**config.mk**
```make
export PLATFORM = sky130hd
export DESIGN_NAME = coef_autoload
export DESIGN_NICKNAME = d
export VERILOG_FILES = /design/src/rtl/coef_autoload.sv
export SDC_FILE = /design/constraint.sdc
export NUM_CORES = 1
export LEC_CHECK = 0
export CAP_MARGIN = 20
export CORE_ASPECT_RATIO = 2
export CORE_MARGIN = 2
export CORE_UTILIZATION = 36
export DETAILED_ROUTE_END_ITERATION = 16
export GPL_TIMING_DRIVEN = 0
export PLACE_DENSITY = 0.7
export SLEW_MARGIN = 20
export SYNTH_ARGS = -nofsm -noshare
export SYNTH_HDL_FRONTEND = slang
export SYNTH_SLANG_ARGS = --single-unit
```
**constraint.sdc**
```tcl
create_clock -name clk -period 2.3 [get_ports clk]
set_input_delay 0.345 -clock clk [delete_from_list [all_inputs] [get_ports clk]]
set_output_delay 0.345 -clock clk [all_outputs]
set_load 0.005 [all_outputs]
```
**src/rtl/coef_autoload.sv**
```systemverilog
module coef_autoload #(
  parameter int ADDR_W     = 8,
  parameter int CODE_W     = 4,
  parameter int LEN_W      = 2,
  parameter int BYTE_W     = 8,
  parameter int BASE_WORDS = 16
) (
  input  logic                clk,
  input  logic                rst_n,
  input  logic                role,
  input  logic [CODE_W-1:0]   dev_code,
  input  logic [LEN_W-1:0]    len_sel,
  input  logic                reload,
  input  logic [BYTE_W-1:0]   mem_data,
  input  logic [ADDR_W-1:0]   addr_in,
  input  logic [CODE_W-1:0]   blk_in,
  input  logic                ctl_in,
  input  logic                wen_in,
  output logic [ADDR_W-1:0]   mem_addr,
  output logic [CODE_W-1:0]   blk_out,
  output logic                ctl_sel,
  output logic                wr_en,
  output logic [2*BYTE_W-1:0] ctrl_word,
  output logic                coef_we,
  output logic [ADDR_W-2:0]   coef_idx,
  output logic [2*BYTE_W-1:0] coef_data,
  output logic                done
);
  localparam int SPAN_W = ADDR_W + 1;

  logic              start_q, run_q, ctl_q, seq_done, own_done;
  logic [ADDR_W-1:0] lo_q;
  logic [CODE_W-1:0] blk_q;
  logic [BYTE_W-1:0] low_byte;
  logic [SPAN_W-1:0] span;
  logic [ADDR_W-1:0] last;

  wire master = ~role;
  wire start  = start_q | (reload & done);

  assign span = (SPAN_W'(2 * BASE_WORDS) << len_sel) - SPAN_W'(1);
  assign last = span[ADDR_W-1:0];

  wire [ADDR_W-1:0] b_addr = master ? lo_q  : addr_in;
  wire [CODE_W-1:0] b_blk  = master ? blk_q : blk_in;
  wire              b_ctl  = master ? ctl_q : ctl_in;
  wire              b_we   = master ? run_q : wen_in;
  wire [CODE_W-1:0] my_code = master ? '0 : dev_code;
  wire              hit     = b_we && (b_blk == my_code);

  assign mem_addr = lo_q;
  assign blk_out  = blk_q;
  assign ctl_sel  = ctl_q;
  assign wr_en    = run_q;
  assign done     = master ? seq_done : own_done;

  always_ff @(posedge clk or negedge rst_n) begin
    if (!rst_n) begin
      start_q  <= 1'b1;
      run_q    <= 1'b0;
      ctl_q    <= 1'b0;
      lo_q     <= '0;
      blk_q    <= '0;
      seq_done <= 1'b0;
    end else begin
      start_q <= 1'b0;
      if (start && master) begin
        run_q    <= 1'b1;
        ctl_q    <= 1'b1;
        lo_q     <= '0;
        blk_q    <= '0;
        seq_done <= 1'b0;
      end else if (run_q) begin
        if (ctl_q) begin
          if (lo_q[0]) begin
            ctl_q <= 1'b0;
            lo_q  <= '0;
          end else begin
            lo_q <= lo_q + 1'b1;
          end
        end else if (lo_q == last) begin
          lo_q <= '0;
          if (blk_q == dev_code) begin
            run_q    <= 1'b0;
            blk_q    <= '0;
            seq_done <= 1'b1;
          end else begin
            blk_q <= blk_q + 1'b1;
            ctl_q <= 1'b1;
          end
        end else begin
          lo_q <= lo_q + 1'b1;
        end
      end
    end
  end

  always_ff @(posedge clk or negedge rst_n) begin
    if (!rst_n) begin
      own_done  <= 1'b0;
      low_byte  <= '0;
      ctrl_word <= '0;
      coef_we   <= 1'b0;
      coef_idx  <= '0;
      coef_data <= '0;
    end else begin
      coef_we <= 1'b0;
      if (start) own_done <= 1'b0;
      if (hit) begin
        if (b_ctl) begin
          if (b_addr[0]) ctrl_word[2*BYTE_W-1:BYTE_W] <= mem_data;
          else           ctrl_word[BYTE_W-1:0]        <= mem_data;
        end else begin
          if (!b_addr[0]) begin
            low_byte <= mem_data;
          end else begin
            coef_we   <= 1'b1;
            coef_idx  <= b_addr[ADDR_W-1:1];
            coef_data <= {mem_data, low_byte};
          end
          if (b_addr == last) own_done <= 1'b1;
        end
      end
    end
  end
endmodule

```
==> flow_summary.toml <==
[sta]
finalClockSkew_ps = 7.70
worst_pin_slew_ps = 930
relSlewSlack_pct = 37.6
finalSetupViolCount = 0
fmax_ghz = 0.454
slew_violations = 0
post-route-period-util_pct = 95.9
finalCriticalPeriod_ps = 2210
grt_setup_unrepaired = "no"
finalHoldWorstSlack_ps = 405
hold_viol = 0

[placed_design]
dp_hpwl_um = 6170
gp_congestion = 0.889
io_buffers = 85

[layout]
nFillCells = 703
drive_above_1_share_pct = 24.0
post-route-util_pct = 53.1
fin_nets = 393
area_delta_synth_final_pct = 42.1
ff_latch_area_mm2 = 0.00163
antennaDiodeCount = 0
multiInputGateArea_mm2 = 0.00140

[synth]
synth_top_area_share_pct = 51.7
synth_area_mm2 = 0.00310
yosysTopAreaCell = "dfrtp_1"
synth-edff-count = 0
synth_nets = 295
ys_ff_latch = 65
synth_seq_area_share_pct = 52.5
ys_types = 50
yosysWarnings = 0
synthCells = 260
synth-main-ff-cell = "dfrtp_1"
ys_top_cells_by_area = "dfrtp_1 52%, mux2_2 19%, xnor2_1 2.8%"
avgSynthCellArea_um2 = 11.9
synth_async_sr_flop_share_pct = 100

[cts]
htree_num_levels = 3
clockBufferDepth = 2
clkTransAtPathRegs_ps = 50
clock_latency_ps = 330
cts_tree = "built"
cts.sinks = 65
cts-root-buf = "clkbuf_16"
cts_buffers = 9

[critical_path]
critPathArrivalTime_ps = 1860
crit_start = "role"
rrSetupSlack_ps = 110
reg2reg_to = "coef_data[11]"
path_buf_inv = 4
critPathMaxStageDelay_ps = 440
crit_cells = 5
crit_family = "buffers and inverters"
crit_path_top_delay_cell = "clkdlybuf4s50_1"
crit_chain = "clkdlybuf4s15_2 > buf_4 > clkbuf_4 > mux2_2 > clkdlybuf4s50_1"
crit_fanout = 10
cp-end-kind = "output pin"
endpoint = "done"
rr_startpoint = "blk_out[0]"
r2r_cells = 7
required_ps = 1960
critPathLaunchType = "input pin"
path_class = "input pin to output pin"

[floorplan]
dieArea_mm2 = 0.00941
num_rows = 47
die_x_um = 69.6
io_pins = 87
start_util_pct = 37.4
core-area_mm2 = 0.00829
dieHeight_um = 135

[route]
viasPerCell = 5.23
ant_nets = 0
drc = 0
firstDrtPassIters = 4
drt_wl_total_um = 8100
routedWlPerCell_um = 17.6
num_vias = 2411
first_iter_violations = 59

[power]
ir_drop_v = 0.000742
leakagePower_nw = 1.83
powerDensity_mw_per_mm2 = 928

[hold_path]
min_path_type = "input pin to async pin"

[job]
cap_violations = 0

[status]
status = "finished clean"

[global_routing]
overflow = 0
antenna_found_initial = 0
grt_pass1_vias = 2647
grt_first_pass_wirelength_um = 12900
grt_usage_pct = 17.8
grt_max_degree = 55
-- worst reg2reg max path: stages (launching register included) --
cell	delay, ps
dfrtp_1	460
nor4_1	300
nand3b_1	130
o21ai_1	190
nand2_1	200
inv_2	130
buf_2	280
mux2_2	380
-- repair_timing --
action | CTS | global route
gates resized for setup | 5 | 3
buffers inserted | 0 | 0
endpoints found under the setup margin | 28 | 12
endpoints found under the hold margin | 11 | 0
hold buffers | 1 | 0
-- cells by family after synthesis --
logic type | after synthesis | synth area share [%]
multiplexers | 54 | 19.6
other | 1 | 0.121
AO/OA/AOI/OAI | 38 | 7.83
XOR/XNOR | 11 | 3.11
flip-flops | 65 | 52.5
buffers and inverters | 15 | 2.26
adder cells (fa/ha/maj) | 3 | 1.21
AND/OR/NAND/NOR | 73 | 13.4
-- layer usage --
| metal | GRT usage [%] | routed length (um) | vias to the layer above |
|---|---|---|---|
| met5 | 0 | 0 | - |
| met4 | 9.19 | 142 | 0 |
| met3 | 4.91 | 484 | 8 |
| met2 | 34.7 | 4710 | 67 |
| met1 | 16.4 | 2770 | 1203 |
| li1 | - | - | 1133 |
-- area by class of cell --
class                   count  area share (%)
clock inverters             2           0.284
flip-flops and latches     65            37.0
repair buffers             87            20.1
clock buffers              14            6.22
inverters                   4           0.341
well taps                  98            2.78
multi-input cells         180            31.8
plain buffers              11            1.42
-- sequential cells by signal (all words and copies together) (netlist names) --
register   cells
coef_data     16
ctrl_word     16
low_byte       8
mem_addr       8
coef_idx       7
blk_out        4
coef_we        1
ctl_sel        1
own_done       1
seq_done       1
start_q        1
wr_en          1
-- how the worst min path moves through the flow --
stage | from | to | slack (ps) | depth (start not counted)
after global routing | rst_n | coef_we | 430 | 2
after detailed placement | rst_n | low_byte[2] | 200 | 1
final | rst_n | coef_data[13] | 400 | 2
after CTS | rst_n | coef_we | 390 | 2
after floorplan | rst_n | blk_out[0] | 50 | 0
after global placement | low_byte[3] | low_byte[3] | 490 | 1
-- metrics by stage --
step / cells / area, um^2 / total power [W] / TNS [ps] / setup slack (ps)
2_1_floorplan: 260 / 3100 / 0.00206 / 0 / 491
3_3_place_gp: 443 / 4070 / 0.00278 / -91150 / -1200
3_5_place_dp: 444 / 4100 / 0.00282 / -14780 / -626
4_1_cts: 461 / 4400 / 0.00413 / 0 / 43.5
5_1_grt: 461 / 4400 / 0.00428 / 0 / 1.09
6_report: 461 / 4400 / 0.00408 / 0 / 95.0
-- cells in the mapped netlist (2+ instances only) --
master and count:
a21oi_1 11, a31oi_1 4, and3_1 4, buf_1 2, buf_2 5, clkbuf_1 3
dfrtp_1 64, ha_1 3, inv_1 3, mux2_2 53, nand2_1 17, nand2b_1 3
nand3_1 7, nand3b_1 3, nand4_1 5, nor2_1 10, nor3_1 5, nor3b_1 3
o21a_1 2, o21ai_0 11, o21ai_1 2, or2_2 2, or3b_1 2, xnor2_1 10
-- power by group --
group / total, W / leakage [nW] / switching [W] / internal (W)
Combinational: 0.00115 / 0.888 / 0.000373 / 0.000780
Clock: 0.00129 / 0.139 / 0.000475 / 0.000815
Sequential: 0.00164 / 0.802 / 0.000179 / 0.00146
-- layout by cell type (no fill, tap or decap), types with 2 or more instances in the layout --
master            n
a21oi_1          11
a31oi_1           4
and3_1            4
buf_2             4
buf_4             2
clkbuf_1          4
clkbuf_16         9
clkbuf_8          3
clkdlybuf4s50_1  83
dfrtp_1          64
ha_1              3
inv_1             3
mux2_2           53
nand2_1          17
nand2b_1          3
nand3_1           7
nand3b_1          3
nand4_1           5
nor2_1           10
nor3_1            5
nor3b_1           3
o21a_1            2
o21ai_0          11
o21ai_1           2
or2_2             2
or3b_1            2
xnor2_1          10
Power figures use the tool's default switching activity.
